### src/rtl/clkpos_pkg.sv
package clkpos_pkg;

    typedef enum logic [2:0] {
        ST_IDLE  = 3'd0,
        ST_CLEAR = 3'd1,
        ST_ARMED = 3'd2,
        ST_FILL  = 3'd3,
        ST_DONE  = 3'd4
    } cap_state_t;

endpackage

### src/rtl/clkpos_req_sync.sv
module clkpos_req_sync #(
    parameter int STAGES = 2
) (
    input  logic clk,
    input  logic rst_n,
    input  logic async_in,
    output logic rise_pulse
);

    logic [STAGES-1:0] chain_q;
    logic              prev_q;

    generate
        for (genvar g = 0; g < STAGES; g++) begin : g_stage
            if (g == 0) begin : g_first
                always_ff @(posedge clk or negedge rst_n) begin
                    if (!rst_n) chain_q[0] <= 1'b0;
                    else        chain_q[0] <= async_in;
                end
            end else begin : g_rest
                always_ff @(posedge clk or negedge rst_n) begin
                    if (!rst_n) chain_q[g] <= 1'b0;
                    else        chain_q[g] <= chain_q[g-1];
                end
            end
        end
    endgenerate

    always_ff @(posedge clk or negedge rst_n) begin
        if (!rst_n) prev_q <= 1'b0;
        else        prev_q <= chain_q[STAGES-1];
    end

    assign rise_pulse = chain_q[STAGES-1] & ~prev_q;

endmodule

### src/rtl/clkpos_fsm.sv
module clkpos_fsm
    import clkpos_pkg::*;
#(
    parameter int SNAP_W = 32,
    localparam int CNT_W = $clog2(SNAP_W)
) (
    input  logic              clk,
    input  logic              rst_n,
    input  logic              arm_clr,
    input  logic              win_en,
    input  logic              req_rise,
    input  logic              ref_in,
    output logic [SNAP_W-1:0] snap_raw,
    output logic              done
);

    localparam logic [CNT_W-1:0] LAST_TAP = CNT_W'(SNAP_W - 1);

    cap_state_t       state_q, state_d;
    logic [CNT_W-1:0] tap_q;

    always_comb begin
        state_d = state_q;
        if (arm_clr) begin
            state_d = ST_CLEAR;
        end else begin
            unique case (state_q)
                ST_IDLE:  state_d = ST_IDLE;
                ST_CLEAR: state_d = ST_ARMED;
                ST_ARMED: if (req_rise && win_en) state_d = ST_FILL;
                ST_FILL:  if (tap_q == LAST_TAP) state_d = ST_DONE;
                ST_DONE:  state_d = ST_DONE;
                default:  state_d = ST_IDLE;
            endcase
        end
    end

    always_ff @(posedge clk or negedge rst_n) begin
        if (!rst_n) state_q <= ST_IDLE;
        else        state_q <= state_d;
    end

    always_ff @(posedge clk or negedge rst_n) begin
        if (!rst_n) begin
            snap_raw <= '0;
            tap_q    <= '0;
            done     <= 1'b0;
        end else if (arm_clr) begin
            snap_raw <= '0;
            tap_q    <= '0;
            done     <= 1'b0;
        end else if (state_q == ST_FILL) begin
            snap_raw[tap_q] <= ref_in;
            tap_q           <= tap_q + 1'b1;
            if (tap_q == LAST_TAP) done <= 1'b1;
        end
    end

endmodule

### src/rtl/clkpos_edge_find.sv
module clkpos_edge_find #(
    parameter int SNAP_W = 32,
    localparam int IDX_W = $clog2(SNAP_W)
) (
    input  logic [SNAP_W-1:0] snap,
    output logic [IDX_W-1:0]  idx,
    output logic              found
);

    always_comb begin
        idx   = '0;
        found = 1'b0;
        for (int i = SNAP_W - 2; i >= 1; i--) begin
            if (snap[i] && snap[i+1]) begin
                idx   = IDX_W'(i);
                found = 1'b1;
            end
        end
    end

endmodule

### src/rtl/clkpos_capture.sv
module clkpos_capture #(
    parameter int SNAP_W      = 32,
    parameter int SYNC_STAGES = 2,
    localparam int HALF_W     = SNAP_W / 2,
    localparam int IDX_W      = $clog2(SNAP_W)
) (
    input  logic              clk,
    input  logic              rst_n,
    input  logic              arm_clr,
    input  logic              cap_en,
    input  logic              sync_en,
    input  logic              sub_en,
    input  logic              req_in,
    input  logic              ref_in,
    output logic [HALF_W-1:0] snap_lo,
    output logic [HALF_W-1:0] snap_hi,
    output logic              cap_done,
    output logic [IDX_W-1:0]  edge_idx,
    output logic              edge_valid
);

    logic              req_rise;
    logic              win_en;
    logic [SNAP_W-1:0] snap_raw;
    logic [SNAP_W-1:0] snap_full;

    assign win_en = cap_en & (sync_en | sub_en);

    clkpos_req_sync #(.STAGES(SYNC_STAGES)) u_sync (
        .clk        (clk),
        .rst_n      (rst_n),
        .async_in   (req_in),
        .rise_pulse (req_rise)
    );

    clkpos_fsm #(.SNAP_W(SNAP_W)) u_fsm (
        .clk      (clk),
        .rst_n    (rst_n),
        .arm_clr  (arm_clr),
        .win_en   (win_en),
        .req_rise (req_rise),
        .ref_in   (ref_in),
        .snap_raw (snap_raw),
        .done     (cap_done)
    );

    always_comb begin
        snap_full           = snap_raw;
        snap_full[0]        = 1'b1;
        snap_full[SNAP_W-1] = 1'b1;
    end

    assign snap_lo = snap_full[HALF_W-1:0];
    assign snap_hi = snap_full[SNAP_W-1:HALF_W];

    clkpos_edge_find #(.SNAP_W(SNAP_W)) u_find (
        .snap  (snap_full),
        .idx   (edge_idx),
        .found (edge_valid)
    );

endmodule

### config.mk
export PLATFORM = sky130hd
export DESIGN_NAME = clkpos_capture
export DESIGN_NICKNAME = d
export VERILOG_FILES = /design/src/rtl/clkpos_pkg.sv /design/src/rtl/clkpos_req_sync.sv /design/src/rtl/clkpos_fsm.sv /design/src/rtl/clkpos_edge_find.sv /design/src/rtl/clkpos_capture.sv
export SDC_FILE = /design/constraint.sdc
export NUM_CORES = 1
export LEC_CHECK = 0
export BUFFER_PORTS_ARGS = -buffer_cell sky130_fd_sc_hd__buf_2
export CAP_MARGIN = 0
export CORE_ASPECT_RATIO = 1.5
export CORE_MARGIN = 1
export CORE_UTILIZATION = 62
export CTS_BUF_LIST = sky130_fd_sc_hd__clkbuf_2 sky130_fd_sc_hd__clkbuf_4 sky130_fd_sc_hd__clkbuf_8
export CTS_CLUSTER_DIAMETER = 200
export DETAILED_ROUTE_END_ITERATION = 6
export PLACE_DENSITY = 0.85
export SKIP_LAST_GASP = 1
export SLEW_MARGIN = 20
export SYNTH_ARGS = -nofsm -noshare
export SYNTH_HDL_FRONTEND = slang
export SYNTH_SLANG_ARGS = --single-unit
### constraint.sdc
create_clock -name clk -period 2.25 [get_ports clk]
set_input_delay 0.1125 -clock clk [delete_from_list [all_inputs] [get_ports clk]]
set_output_delay 0.1125 -clock clk [all_outputs]
set_load 0.01 [all_outputs]
# After elaboration in Yosys (flattened, before gate mapping)
# Cells that the tools add are included.
# Widths: inputs -> output; s select.
[word_totals]
ff_bits = 44
in_bits = 8
out_inout_bits = 39
word_cells = 130
[classes]
addsub = 1
n_lt_le_gt_ge = 2
n_eq_ne = 7
muxes = 74
bitwise = 4
reduce_logical = 35
[op_table]
columns = ["cell", "n"]
rows = [
  ["$mux 5", 32],
  ["$mux 32", 2],
  ["$mux 1", 34],
  ["$bwmux 32", 1],
  ["$logic_and 1x1->1", 31],
  ["$pmux 3 s4", 1],
  ["$mux 3", 3],
  ["$eq 3x2->1 const B", 2],
  ["$lt 5x6->1 const B", 1],
  ["$add 5x1->5 const B", 1],
  ["$demux 1 s5", 1],
  ["$eq 5x5->1 const B", 1],
  ["$ge 5x1->1 const B", 1],
  ["$reduce_and 2->1", 2],
  ["$reduce_bool 2->1", 2],
  ["$eq 3x1->1 const B", 1],
  ["$eq 3x3->1 const B", 1],
  ["$ne 3x2->1 const B", 1],
  ["$ne 3x3->1 const B", 1],
  ["$and 1x1->1", 2],
  ["$not 1->1", 1],
  ["$or 1x1->1", 1],
]

# Logic depth before layout (Yosys ltp)
[depth]
word_depth = 30
ltp_mapped = 7
depth_no_buf = 6

# Hierarchy
# From an unflattened synthesis, not the netlist that was laid out.
[unflattened]
hier_cells = 296
area_unflattened_um2 = 2741.4
[modules_own_cells]
columns = ["module", "instances", "cells_per_inst", "area_each_um2", "seq_area_each_um2"]
rows = [
  ["clkpos_fsm", 1, 200, 2105.8, 1026.0],
  ["clkpos_edge_find", 1, 88, 520.5, 0.0],
  ["clkpos_req_sync", 1, 4, 88.8, 75.1],
  ["clkpos_capture", 1, 4, 26.3, 0.0],
]

# Worst setup path after synthesis
# OpenSTA, ideal clock, no wires.
[synth_path]
path_type = "reg2reg"
startpoint = "register u_fsm.tap_q[0]"
endpoint = "register u_fsm.state_q[1]"
setup_time_ps = 101
t_arrival_ps = 1402
required_ps = 2149
slack_ps = 748
path_stages_with_launch = 6
n_path_buf = 0
period_less_slack_ps = 1502
path_cell_list = "dfrtp_1 ha_1 and3_1 ha_1 and3_1 nor4_1"
[synth_via]
elab_chain_cells = 3
[synth_rtl]
columns = ["element", "line", "rtl"]
rows = [
  ["start: declaration", "clkpos_fsm.sv:20", "logic [CNT_W-1:0] tap_q;"],
  ["start signal: assignment", "clkpos_fsm.sv:54", "tap_q <= tap_q + 1'b1;"],
  ["$eq 5x5->1", "clkpos_fsm.sv:31", "ST_FILL: if (tap_q == LAST_TAP) state_d = ST_DONE;"],
  ["$ne 3x3->1 (no line)", "--", ""],
  ["$reduce_and 2->1 (no line)", "--", ""],
  ["end signal: assignment", "clkpos_fsm.sv:40", "else state_q <= state_d;"],
  ["end: declaration", "clkpos_fsm.sv:19", "cap_state_t state_q, state_d;"],
]
# Every way passes these cells.
# A chain may end at the register's enable or synchronous reset.

# Final worst setup path
[layout_path]
startpoint = "register u_fsm.snap_raw[24]"
endpoint = "output port edge_idx[1]"
[layout_via]
elab_chain_cells = 25
elab_cells_between_ends = 26
classes_between = "mux (24); reduce/logical (2)"
[layout_rtl]
columns = ["element", "line", "rtl"]
rows = [
  ["start: declaration", "clkpos_fsm.sv:13", "output logic [SNAP_W-1:0] snap_raw,"],
  ["start signal: indexed assignment", "clkpos_fsm.sv:53", "snap_raw[tap_q] <= ref_in;"],
  ["$logic_and 1x1->1", "clkpos_edge_find.sv:14", "if (snap[i] && snap[i+1]) begin"],
  ["$mux 5", "clkpos_edge_find.sv:14", ""],
  ["$mux 5 (*) (23 in series)", "clkpos_edge_find.sv:14", ""],
  ["end: declaration", "clkpos_capture.sv:18", "output logic [IDX_W-1:0] edge_idx,"],
]
# Every way passes the cells marked *; elsewhere a longest branch is shown, timed or not.

==> results.py <==
metrics = {
    "synth": {
        "syn-instance-count": 308,
        "ys_seq_area_frac": 0.4052,
        "synth_cell_type_count": 47,
        "yosys_warnings": 0,
        "muxShareOfSynthArea": 0.03907,
        "synth_top_area_cell": "dfrtp_1",
        "synth_area_leaders": "dfrtp_1 (41%), nand2_1 (8.0%), a21oi_1 (5.6%)",
        "synth-xor-area-share": 0.01013,
        "synth-edff-count": 0,
        "synth.avg_cell_area_um2": 8.421,
        "synthSimpleGateAreaFrac": 0.2769,
        "yosysTopAreaCellShare": 0.4052,
        "synth-seq-cells": 42,
        "synthTopCellsByCount": "nand2_1 (55), dfrtp_1 (42), nor2_1 (31)",
        "synth_top_family_by_area": "simple AND/OR/NAND/NOR gates",
        "synth_most_common_cell": "nand2_1",
        "synthFlopType": "dfrtp_1",
        "ys_async_sr_fraction": 1.000,
        "synth-adder-area-share": 0.02412,
        "synth_compound_area_frac": 0.1925,
        "syn_area_um2": 2594,
    },
    "floorplan": {
        "pin_count": 47,
        "fp.dieH_um": 81.22,
        "rows": 28,
        "die_x_um": 54.81,
        "core_um2": 3959,
        "dieArea_um2": 4451,
        "initial_core_util": 0.6552,
    },
    "detailed_routing": {
        "wl_per_cell_um": 15.55,
        "wirelength_mm": 6.049,
        "drt_iter0_markers": 88,
        "vias_per_cell": 6.221,
        "drc": 0,
        "ant_nets": 0,
        "vias": 2420,
        "drt_pass1_iterations": 4,
    },
    "timing": {
        "tightest_slew_ns": 0.9056,
        "final-max-slew-violation-count": 0,
        "fin_crit_sh": 0.8408,
        "fin_skew_ns": 0.006718,
        "grt_setup_unrepaired": "false",
        "final-hold-violation-count": 0,
        "setup_viol": 0,
        "timing.fmax_mhz": 528.6,
        "fin_crit_ns": 1.892,
        "slew_headroom": 0.3962,
        "tns_ns": 0,
    },
    "grt": {
        "antenna_found_initial": 0,
        "grt_pass1_vias": 2116,
        "grt.overflow.total": 0,
        "grt_max_degree": 43,
        "grt_use_total": 0.2832,
        "grt_pass1_wl_mm": 9.052,
    },
    "placed_design": {
        "io_buffer_count": 44,
        "place.gp.congestion": 0.7725,
        "post-dp-hpwl_mm": 4.267,
        "dp.cells": 379,
    },
    "clock_network": {
        "cts_buffers": 5,
        "clk_latency_ns": 0.30,
        "cts-htree-levels": 2,
        "clockBufferDepth": 2,
        "cts_tree": "done",
        "clock-sinks": 42,
        "clkSlewWorstSetupHoldPaths_ns": 0.08,
        "clock-root-buffer": "clkbuf_8",
        "cts_setup_buffers": 0,
    },
    "finish": {
        "area_growth_pct": 10.76,
        "fillers": 337,
        "final_nets": 356,
        "antennaDiodeCount": 0,
        "fin_util": 0.7257,
        "drive_gt1_frac": 0.1715,
        "fin_cells": 389,
    },
    "run": {
        "drv_cap": 0,
    },
    "worst_hold_path": {
        "hp-class": "in2reg",
    },
    "worst_setup_path": {
        "crit_path_end_kind": "primary output",
        "critPathRequiredTime_ns": 2.14,
        "cp.arrival_ns": 1.78,
        "cpMaxStageDelayCell": "dfrtp_1",
        "crit_chain": "o21ai_0, nand2b_1, a31oi_1, o311a_1, buf_2",
        "path_class": "reg2out",
        "cp_slowest_stage_delay_ns": 0.45,
        "startpoint_type": "flop",
        "crit_path_max_fanout": 6,
    },
    "power": {
        "ir_drop_mv": 0.5021,
        "p_leak_nw": 1.359,
        "power_density_nw_per_um2": 478.5,
        "total_power_w": 0.001375,
    },
    "outcome": {
        "status": "complete, no violations",
    },
}
## flip-flops by register name, summed over array words and instances (netlist names)
signal	cells
u_fsm.snap_raw	30
u_fsm.state_q	3
u_fsm.tap_q	5
u_fsm.done	1
u_sync.chain_q	2
u_sync.prev_q	1
## through the flow
stage               hold slack, ns  setup WS [ns]  instance area, µm²
floorplan                  -0.1831         0.7475                2597
global placement            0.2209         0.7024                2758
detailed placement          0.2226         0.6367                2758
CTS                         0.2926         0.3704                2873
global route                0.3123         0.1169                2873
finish                      0.3037         0.3583                2873
## kinds of logic (layout without fill, tap and decap cells)
logic type / after synthesis / in the layout
AO/OA/AOI/OAI: 86 / 86
XOR/XNOR: 3 / 3
adder cells (fa/ha/maj): 5 / 5
buffers and inverters: 23 / 58
flip-flops: 42 / 42
multiplexers: 10 / 10
other: 1 / 2
AND/OR/NAND/NOR: 138 / 138
## final cells by class
type | instances | area [µm²] | share of cell area
Timing Repair Buffer | 46 | 240.2 | 0.08362
Sequential cell | 42 | 1051 | 0.3659
Clock inverter | 1 | 5.005 | 0.001742
Multi-Input combinational cell | 244 | 1415 | 0.4926
Clock buffer | 7 | 90.09 | 0.03136
Inverter | 4 | 15.01 | 0.005226
Tap cell | 45 | 56.30 | 0.01960
## placed cells by master, fill, tap and decap left out, drive strengths merged, types with 4 or more instances in the layout
cell type	synthesis	layout
nand2	55	55
buf	12	44
dfrtp	42	42
o21ai	37	37
nor2	31	31
a21oi	29	29
nand3	15	15
mux2i	9	9
clkbuf	7	7
nor2b	5	5
ha	5	5
inv	4	4
and2	4	4
nand3b	4	4
nand4b	4	4
## path summary, 6_finish.rpt
kind                                                start                        endpoint  slack, ns  depth (start not counted)
max in group asynchronous                           rst_n  u_fsm.snap_raw[11]$_DFFE_PN0P_       1.20                          2
min                                               sync_en    u_fsm.state_q[0]$_DFFE_PN0P_       0.30                          4
min reg2reg                   u_sync.chain_q[0]$_DFF_PN0_     u_sync.chain_q[1]$_DFF_PN0_       0.36                          0
min in group asynchronous                           rst_n   u_fsm.snap_raw[3]$_DFFE_PN0P_       0.49                          2
max reg2reg                    u_fsm.tap_q[0]$_DFFE_PN0P_    u_fsm.state_q[1]$_DFFE_PN0P_       0.59                          5
max                        u_fsm.snap_raw[24]$_DFFE_PN0P_                     edge_idx[1]       0.36                          5
## where the power goes
part           internal [W]  switching (W)  leakage, nW  total (W)
sequential         0.000763      0.0000153        0.575   0.000778
clock              0.000260       0.000252       0.0517   0.000511
combinational     0.0000238      0.0000609        0.733  0.0000846
total               0.00105       0.000328         1.36    0.00137
## per-layer routing
layer,GRT usage,routed length (µm),vias up,part of all wire
met4,0.1436,95,0,0.016
li1,-,-,1159,-
met2,0.4880,3189,71,0.53
met3,0.03558,227,7,0.038
met5,0,0,-,0
met1,0.3288,2536,1183,0.42
## repair_timing
item | CTS | global route
hold buffers | 2 | 0
hold endpoints to repair | 43 | 0
resized for setup | 0 | 0
setup endpoints to repair | 0 | 0
## worst max-delay path: cells and delay by family, from the launching register on
kind	cells	cell delay (ns)
compound gates	3	0.74
buf+inv	1	0.14
flops	1	0.45
simple gates	1	0.16
Power figures use the tool's default switching activity.
